--- src/rtl/freq_acq_pkg.sv ---
package freq_acq_pkg;

    localparam int HARM_W = 8;
    localparam int F1_W   = 32;
    localparam int FREQ_W = HARM_W + F1_W;

    typedef enum logic [2:0] {
        ST_IDLE,
        ST_LOOK,
        ST_SEARCH,
        ST_XWAIT,
        ST_CALC
    } acq_state_e;

    typedef struct packed {
        logic              under;
        logic [FREQ_W-1:0] value;
    } calc_res_t;

    typedef struct packed {
        logic              mode_xfer;
        logic              no_sig;
        logic              err;
        logic [FREQ_W-1:0] freq;
    } acq_report_t;

    // Subtract the heterodyne offset, flagging a product below it.
    function automatic calc_res_t sub_offset(input logic [FREQ_W-1:0] prod,
                                             input logic [FREQ_W-1:0] off);
        calc_res_t r;
        r.under = (prod < off);
        r.value = r.under ? '0 : (prod - off);
        return r;
    endfunction

    function automatic logic loops_on(input acq_state_e s);
        return (s == ST_SEARCH) || (s == ST_XWAIT) || (s == ST_CALC);
    endfunction

    function automatic logic xfer_on(input acq_state_e s);
        return (s == ST_XWAIT) || (s == ST_CALC);
    endfunction

endpackage

--- src/rtl/acq_timer.sv ---
module acq_timer #(
    parameter int LIMIT = 16
) (
    input  logic clk,
    input  logic rst,
    input  logic clr,
    input  logic run,
    output logic expire
);
    localparam int CW = $clog2(LIMIT + 1);
    localparam logic [CW-1:0] LAST = CW'(LIMIT - 1);

    logic [CW-1:0] count_q;

    always_ff @(posedge clk) begin
        if (rst || clr) begin
            count_q <= '0;
        end else if (run && (count_q != LAST)) begin
            count_q <= count_q + 1'b1;
        end
    end

    assign expire = run && (count_q == LAST);
endmodule

--- src/rtl/acq_calc.sv ---
module acq_calc
    import freq_acq_pkg::*;
#(
    parameter longint unsigned OFFSET_HZ = 64'd20_000_000
) (
    input  logic              clk,
    input  logic              rst,
    input  logic              load,
    input  logic [HARM_W-1:0] harm_n,
    input  logic [F1_W-1:0]   f1_hz,
    output calc_res_t         res
);
    localparam logic [FREQ_W-1:0] OFF = FREQ_W'(OFFSET_HZ);

    logic [FREQ_W-1:0] prod_q;

    always_ff @(posedge clk) begin
        if (rst) begin
            prod_q <= '0;
        end else if (load) begin
            prod_q <= FREQ_W'(harm_n) * FREQ_W'(f1_hz);
        end
    end

    assign res = sub_offset(prod_q, OFF);
endmodule

--- src/rtl/acq_fsm.sv ---
module acq_fsm
    import freq_acq_pkg::*;
(
    input  logic        clk,
    input  logic        rst,
    input  logic        start,
    input  logic        direct_sig,
    input  logic        in_lock,
    input  logic        xfer_lock,
    input  logic        look_exp,
    input  logic        lock_exp,
    input  calc_res_t   calc_res,
    output acq_state_e  st_q,
    output acq_state_e  st_d,
    output logic        load_calc,
    output logic        done,
    output logic        path_xfer,
    output acq_report_t report
);
    logic        done_d;
    logic        path_d;
    acq_report_t rep_d;

    always_comb begin
        st_d      = st_q;
        done_d    = 1'b0;
        path_d    = path_xfer;
        rep_d     = report;
        load_calc = 1'b0;
        if (start) begin
            st_d   = ST_LOOK;
            path_d = 1'b0;
            rep_d  = '0;
        end else begin
            unique case (st_q)
                ST_IDLE: ;
                ST_LOOK: begin
                    if (direct_sig) begin
                        st_d   = ST_IDLE;
                        done_d = 1'b1;
                        rep_d  = '0;
                    end else if (look_exp) begin
                        st_d   = ST_SEARCH;
                        path_d = 1'b1;
                    end
                end
                ST_SEARCH: begin
                    if (in_lock) begin
                        st_d = ST_XWAIT;
                    end else if (lock_exp) begin
                        st_d            = ST_IDLE;
                        done_d          = 1'b1;
                        rep_d           = '0;
                        rep_d.mode_xfer = 1'b1;
                        rep_d.no_sig    = 1'b1;
                    end
                end
                ST_XWAIT: begin
                    if (!in_lock) begin
                        st_d = ST_SEARCH;
                    end else if (xfer_lock) begin
                        st_d      = ST_CALC;
                        load_calc = 1'b1;
                    end else if (lock_exp) begin
                        st_d            = ST_IDLE;
                        done_d          = 1'b1;
                        rep_d           = '0;
                        rep_d.mode_xfer = 1'b1;
                        rep_d.no_sig    = 1'b1;
                    end
                end
                ST_CALC: begin
                    if (!in_lock || !xfer_lock) begin
                        st_d = ST_SEARCH;
                    end else begin
                        st_d            = ST_IDLE;
                        done_d          = 1'b1;
                        rep_d.mode_xfer = 1'b1;
                        rep_d.no_sig    = 1'b0;
                        rep_d.err       = calc_res.under;
                        rep_d.freq      = calc_res.value;
                    end
                end
                default: st_d = ST_IDLE;
            endcase
        end
    end

    always_ff @(posedge clk) begin
        if (rst) begin
            st_q      <= ST_IDLE;
            done      <= 1'b0;
            path_xfer <= 1'b0;
            report    <= '0;
        end else begin
            st_q      <= st_d;
            done      <= done_d;
            path_xfer <= path_d;
            report    <= rep_d;
        end
    end
endmodule

--- src/rtl/freq_acq_seq.sv ---
module freq_acq_seq
    import freq_acq_pkg::*;
#(
    parameter int              CLK_HZ    = 50_000_000,
    parameter int              LOCK_WAIT = 100_000,
    parameter longint unsigned OFFSET_HZ = 64'd20_000_000
) (
    input  logic              clk,
    input  logic              rst,
    input  logic              start_i,
    input  logic              direct_sig_i,
    input  logic              in_lock_i,
    input  logic              xfer_lock_i,
    input  logic [HARM_W-1:0] harm_n_i,
    input  logic [F1_W-1:0]   f1_hz_i,
    output logic              in_loop_en_o,
    output logic              xfer_loop_en_o,
    output logic              path_xfer_o,
    output logic [FREQ_W-1:0] freq_o,
    output logic              done_o,
    output logic              mode_xfer_o,
    output logic              nosig_o,
    output logic              err_o
);
    localparam int DIRECT_WAIT = (CLK_HZ / 100 > 0) ? CLK_HZ / 100 : 1;

    acq_state_e  st_q, st_d;
    logic        look_exp, lock_exp, load_calc;
    logic        look_clr, lock_clr, lock_run;
    calc_res_t   calc_res;
    acq_report_t report;

    assign look_clr = start_i || (st_q != ST_LOOK);
    assign lock_run = (st_q == ST_SEARCH) || (st_q == ST_XWAIT);
    assign lock_clr = start_i || !lock_run || (st_d != st_q);

    acq_timer #(.LIMIT(DIRECT_WAIT)) u_look_tmr (
        .clk    (clk),
        .rst    (rst),
        .clr    (look_clr),
        .run    (st_q == ST_LOOK),
        .expire (look_exp)
    );

    acq_timer #(.LIMIT(LOCK_WAIT)) u_lock_tmr (
        .clk    (clk),
        .rst    (rst),
        .clr    (lock_clr),
        .run    (lock_run),
        .expire (lock_exp)
    );

    acq_calc #(.OFFSET_HZ(OFFSET_HZ)) u_calc (
        .clk    (clk),
        .rst    (rst),
        .load   (load_calc),
        .harm_n (harm_n_i),
        .f1_hz  (f1_hz_i),
        .res    (calc_res)
    );

    acq_fsm u_fsm (
        .clk        (clk),
        .rst        (rst),
        .start      (start_i),
        .direct_sig (direct_sig_i),
        .in_lock    (in_lock_i),
        .xfer_lock  (xfer_lock_i),
        .look_exp   (look_exp),
        .lock_exp   (lock_exp),
        .calc_res   (calc_res),
        .st_q       (st_q),
        .st_d       (st_d),
        .load_calc  (load_calc),
        .done       (done_o),
        .path_xfer  (path_xfer_o),
        .report     (report)
    );

    assign in_loop_en_o   = loops_on(st_q);
    assign xfer_loop_en_o = xfer_on(st_q);
    assign freq_o         = report.freq;
    assign mode_xfer_o    = report.mode_xfer;
    assign nosig_o        = report.no_sig;
    assign err_o          = report.err;
endmodule

--- config.mk ---
export PLATFORM = sky130hd
export DESIGN_NAME = freq_acq_seq
export DESIGN_NICKNAME = d
export VERILOG_FILES = /design/src/rtl/freq_acq_pkg.sv /design/src/rtl/acq_timer.sv /design/src/rtl/acq_calc.sv /design/src/rtl/acq_fsm.sv /design/src/rtl/freq_acq_seq.sv
export SDC_FILE = /design/constraint.sdc
export NUM_CORES = 1
export LEC_CHECK = 0
export BUFFER_PORTS_ARGS = -buffer_cell sky130_fd_sc_hd__buf_2
export CAP_MARGIN = 20
export CORE_MARGIN = 4
export CORE_UTILIZATION = 63
export DETAILED_ROUTE_END_ITERATION = 8
export HOLD_SLACK_MARGIN = 0.15
export PLACE_DENSITY_LB_ADDON = 0.2
export SETUP_SLACK_MARGIN = 0.4
export SYNTH_ARGS = -nofsm -noshare
export SYNTH_HDL_FRONTEND = slang
export SYNTH_HIERARCHICAL = 1
export SYNTH_SLANG_ARGS = --single-unit
export TNS_END_PERCENT = 50
--- constraint.sdc ---
create_clock -name clk -period 7.99 [get_ports clk]
set_input_delay 1.1985 -clock clk [delete_from_list [all_inputs] [get_ports clk]]
set_output_delay 1.1985 -clock clk [all_outputs]
set_load 0.01 [all_outputs]
After elaboration in Yosys (flattened, before gate mapping) --
Index checks and enable logic that the tools add are counted.
Operators by class: multiply operators 1, mux-type cells 28, $add $sub $neg 3, bitwise logic cells 1, eq/ne operators 15, reduce and logical (&&, ||, !) cells 21, $lt $le $gt $ge 1
Operators with widths (number):
- $mux 43 | 6
- $pmux 43 s4 | 1
- $lt 40x25->1 const B | 1
- $mul 8x32->40 | 1
- $mux 40 | 1
- $sub 40x25->40 const B | 1
- $mux 3 | 7
- $add 19x1->19 const B | 1
- $eq 19x19->1 const B | 1
- $ne 19x19->1 const B | 1
- $add 17x1->17 const B | 1
- $eq 17x17->1 const B | 1
- $ne 17x17->1 const B | 1
- $pmux 3 s5 | 1
- $mux 1 | 10
- $ne 2x2->1 const B | 5
- $logic_or 1x1->1 | 9
- $eq 3x2->1 const B | 2
- $reduce_and 6->1 | 1
- $logic_and 1x1->1 | 4
- $pmux 1 s4 | 1
- $reduce_bool 4->1 | 1
- $eq 3x1->1 const B | 1
- $eq 3x3->1 const B | 1
- 8 further kinds | 10
Storage, ports and cells: register bits 124, logic and storage cells 80, input bits 46

Logic depth before layout (Yosys ltp) --
depth in word-level cells 11, depth in mapped cells 22

Cells and area by module --
The synthesis kept the hierarchy.
By module, submodules not included:
- acq_calc | area each 10311.1 um^2, times used 1, seq. area each 800.8 um^2, cells each 1222
- acq_fsm | area each 2025.7 um^2, times used 1, seq. area each 960.9 um^2, cells each 225
- acq_timer (u_look_tmr) | area each 970.9 um^2, times used 1, seq. area each 380.4 um^2, cells each 110
- acq_timer (u_lock_tmr) | area each 930.9 um^2, times used 1, seq. area each 340.3 um^2, cells each 113
- freq_acq_seq | area each 72.6 um^2, times used 1, seq. area each 0.0 um^2, cells each 11

Worst setup path after synthesis --
OpenSTA, ideal clock, no wires.
kind input-to-reg, from input harm_n_i[7], to register u_calc.prod_q[38], path buffers 1, cell stages on the path 20, setup time 0.122 ns, data required time 7.868 ns, arrival time 5.830 ns, setup slack 2.038 ns, cell sequence clkbuf_1 nand2_1 fa_1 fa_1 inv_1 fa_1 inv_1 fa_1 inv_1 ha_1 o211ai_1 o21ai_2 a41oi_1 o211a_1 o21ai_2 nand2_1 a31o_2 o21ai_2 a211oi_1 a311o_1
On the way: cells in the longest elaborated chain, start to end 1
Ends and longest elaborated chain:
- from (decl) | line freq_acq_seq.sv:14 | input logic [HARM_W-1:0] harm_n_i,
- $mul 8x32->40 | line acq_calc.sv:21 | prod_q <= FREQ_W'(harm_n) * FREQ_W'(f1_hz);
- to (signal assigned) | line acq_calc.sv:21
- to (decl) | line acq_calc.sv:15 | logic [FREQ_W-1:0] prod_q;
Every way passes these cells. A chain may end at the register's enable or synchronous reset.

Final worst setup path --
Same ends and word-level chain as after synthesis.

==> metrics.md <==
| Metric | Value |
|---|---|
| Drt drc | `0` |
| Commonest non-fill, non-tap cell in the layout | `inv_1` |
| Ant diodes | `0` |
| Power density over the cells | `261 mW/mm^2` |
| Min Clock Period, post-route | `6.18 ns` |
| Max cap viols | `0` |
| RSZ-0062 raised after global routing | `no` |
| Slew Viols, Final | `0` |
| Share of the synthesized area in the top cell type | `25.2%` |
| Clock sink total | `124` |
| Vias post-DR | `11300` |
| Setup CP Type | `in -> reg` |
| Post-Syn Instances | `1681` |
| Post-synthesis sequential area ratio | `17.3%` |
| Synth area leader | `fa_1` |
| Worst skew pair latency | `0.41 ns` |
| Final HPWL DP | `23.5 mm` |
| Global-route wire length before repair | `53.9 mm` |
| Reg clk slew, reported paths | `0.05 ns` |
| Synthesized flop and latch total | `124` |
| Yosys warnings | `6` |
| Post-CTS Setup Inserts | `0` |
| Syn Nets | `1970` |
| Period utilisation layout | `77.3%` |
| Root buffer cell | `clkbuf_16` |
| Total power | `4.02 mW` |
| Post_cts resized | `0` |
| Initial DRC Count | `796` |
| Hold_buf cts | `0` |
| Row cnt | `54` |
| Setup TNS | `0 ns` |
| Starting Density | `64.8%` |
| Max incr delay on CP | `0.56 ns` |
| FF-to-FF setup slack | `4.02 ns` |
| Crit path max fanout | `32` |
| Slack of the critical path | `1.81 ns` |
| Die Span X | `159 um` |
| Initial antenna violation count | `0` |
| Clk_skew | `0.00768 ns` |
| GRT met3 Usage | `5.37%` |
| Fin nets | `2016` |
| Fin. Hold Viols | `0` |
| Wirelength, routed | `30.8 mm` |
| All-Layer GR Usage | `24.9%` |
| Die height | `159 um` |
| Via density | `5.58` |
| Primary FF master, synth | `dfxtp_1` |
| Max H-tree Level | `4` |
| I/O Pins | `93` |
| Pin count of the biggest net entering global routing | `50` |
| Syn Std Cell Area | `0.0143 mm^2` |
| Final ANT Viol Nets | `0` |
| Crit path top cell by count | `fa_1` |
| Ranking of synthesized cells by area | `fa_1 (25%), dfxtp_1 (17%), and2_1 (8.8%), inv_1 (5.7%), ha_1 (5.5%)` |
| Area growth syn-to-layout | `7.82%` |
| Synth cell types | `89` |
| EDFF count, synth | `0` |
| Gpl congestion | `0.925` |
| CP arrival | `6.47 ns` |
| Setup-failing EPs final | `0` |
| Avg Cell Area, Syn | `8.51 um^2` |
| Startpoint type of the worst setup path | `input port` |
| Met1 Use GR | `35.6%` |
| Crit path cell chain | `buf_2, nand2_1, fa_1, fa_1, inv_1, fa_1, inv_1, fa_1, inv_1, ha_1, o211ai_1, o21ai_2, a41oi_1, o211a_1, o21ai_2, nand2_1, a31o_2, o21ai_2, a211oi_1, a311o_1` |
| Setup WS pre-CTS | `1.41 ns` |
| Share of cells above drive strength 1 | `10.1%` |
| Core box area | `0.0221 mm^2` |
| Worst slew pin tran | `0.843 ns` |
| Async SR Flop Fraction | `0%` |
| Grt peak-use layer | `met2` |
| CTS tree | `built` |
| Critical path's slowest cell | `fa_1` |
| Util after Layout | `69.8%` |
| Fillers | `1732` |
| Outcome | `finished, final reports clean` |
| Port-buffer cells | `92` |
| Relative slew slack | `43.7%` |
| CP Capture Type | `register` |
| WP data required | `8.28 ns` |
| IR drop worst, VDD | `0.000151 V` |
| Die area | `0.0252 mm^2` |
| Pleak | `7.25 nW` |
| Inserted Clock Buffers | `17` |
| Vias in the first global route | `11300` |
| Remaining Overflow, GRT | `0` |
| Worst Hold Class | `reg -> reg` |
| Avg WL per Cell | `15.2 um` |
| Fmax | `162 MHz` |
| Max clock buf depth | `2` |
| Most frequent cells in the layout | `inv_1 (219), and2_1 (202), nand2_1 (195)` |
| Pre-Repair DR Iteration Count | `5` |
| GR Util met2 | `39.7%` |
## synth_stat cells (all sizes together) (5+ instances only)
cell type and count:
inv 219, and2 202, nand2 196, fa 180, dfxtp 124, nor2 124
mux2i 66, ha 63, a21oi 61, clkbuf 47, xor2 36, o21ai 35
xnor2 33, nand3 25, a21o 24, buf 24, nand4 23, nor2b 20
nor3 18, a211oi 12, nand2b 12, or3 12, and3 11, nor4 11
o21bai 9, or4 7, o211ai 6, o31ai 6, a41oi 5, o21a 5
o22ai 5, or2 5
## sequential cells by signal, summed over array words and instances, names as in the netlist
| register | count |
|---|---|
| u_fsm/done | 1 |
| u_look_tmr/count_q | 19 |
| u_fsm/path_xfer | 1 |
| u_fsm/report | 43 |
| u_fsm/st_q | 3 |
| u_calc/prod_q | 40 |
| u_lock_tmr/count_q | 17 |
## worst paths after layout
kind / start / to / cells past startpoint
worst min-delay path: u_fsm/report[41]$_SDFFE_PP0P_ / u_fsm/report[41]$_SDFFE_PP0P_ / 2
worst max register to register: u_fsm/st_q[0]$_SDFF_PP0_ / u_lock_tmr/count_q[1]$_SDFFE_PP0P_ / 13
worst min register to register: u_fsm/report[41]$_SDFFE_PP0P_ / u_fsm/report[41]$_SDFFE_PP0P_ / 2
worst max-delay path: harm_n_i[7] / u_calc/prod_q[38]$_SDFFE_PP0P_ / 20
## layout make-up
class	count	area, um^2	share of cell area, %
clock inverter	11	118	0.762
tap	280	350	2.27
clock buffer	21	470	3.05
multi-input combinational	1267	10700	69.2
timing repair buffer	98	505	3.28
inverter	219	822	5.33
sequential	124	2480	16.1
## where the power goes
part | total [mW] | internal [mW] | switching, mW | leakage [nW]
Clock | 0.749 | 0.481 | 0.268 | 0.289
Combinational | 2.65 | 1.09 | 1.56 | 5.96
Sequential | 0.621 | 0.619 | 0.00126 | 0.999
## cell families (layout without fill, tap and decap cells)
logic type | count (synthesis) | after routing | synth area share (%)
multiplexers | 67 | 67 | 4.69
adder cells (fa/ha/maj) | 243 | 243 | 30.7
XOR/XNOR | 69 | 69 | 4.22
flip-flops | 124 | 124 | 17.3
AND/OR/NAND/NOR | 688 | 688 | 25.3
AO/OA/AOI/OAI | 200 | 200 | 9.57
buffers and inverters | 290 | 349 | 8.20
## through the flow
step           hold slack [ns]  instance area, um^2  instances
4_1_cts                  0.449                15400       2020
6_report                 0.451                15400       2020
5_1_grt                  0.480                15400       2020
3_3_place_gp             0.430                14800       1988
2_1_floorplan            0.436                14300       1681
3_5_place_dp             0.441                14800       1988
## worst max-delay path: cells and delay by family
family | cells | cell delay (ns)
AO/OA/AOI/OAI | 9 | 1.92
adder cells (fa/ha/maj) | 5 | 2.50
buffers and inverters | 4 | 0.57
AND/OR/NAND/NOR | 2 | 0.26
## layer usage
metal  wire [um]  up-vias
met4         291        0
met3        2120       28
met2       13900      347
met1       14400     5402
li1            -     5489
met5           0        -
Power figures use the tool's default switching activity.
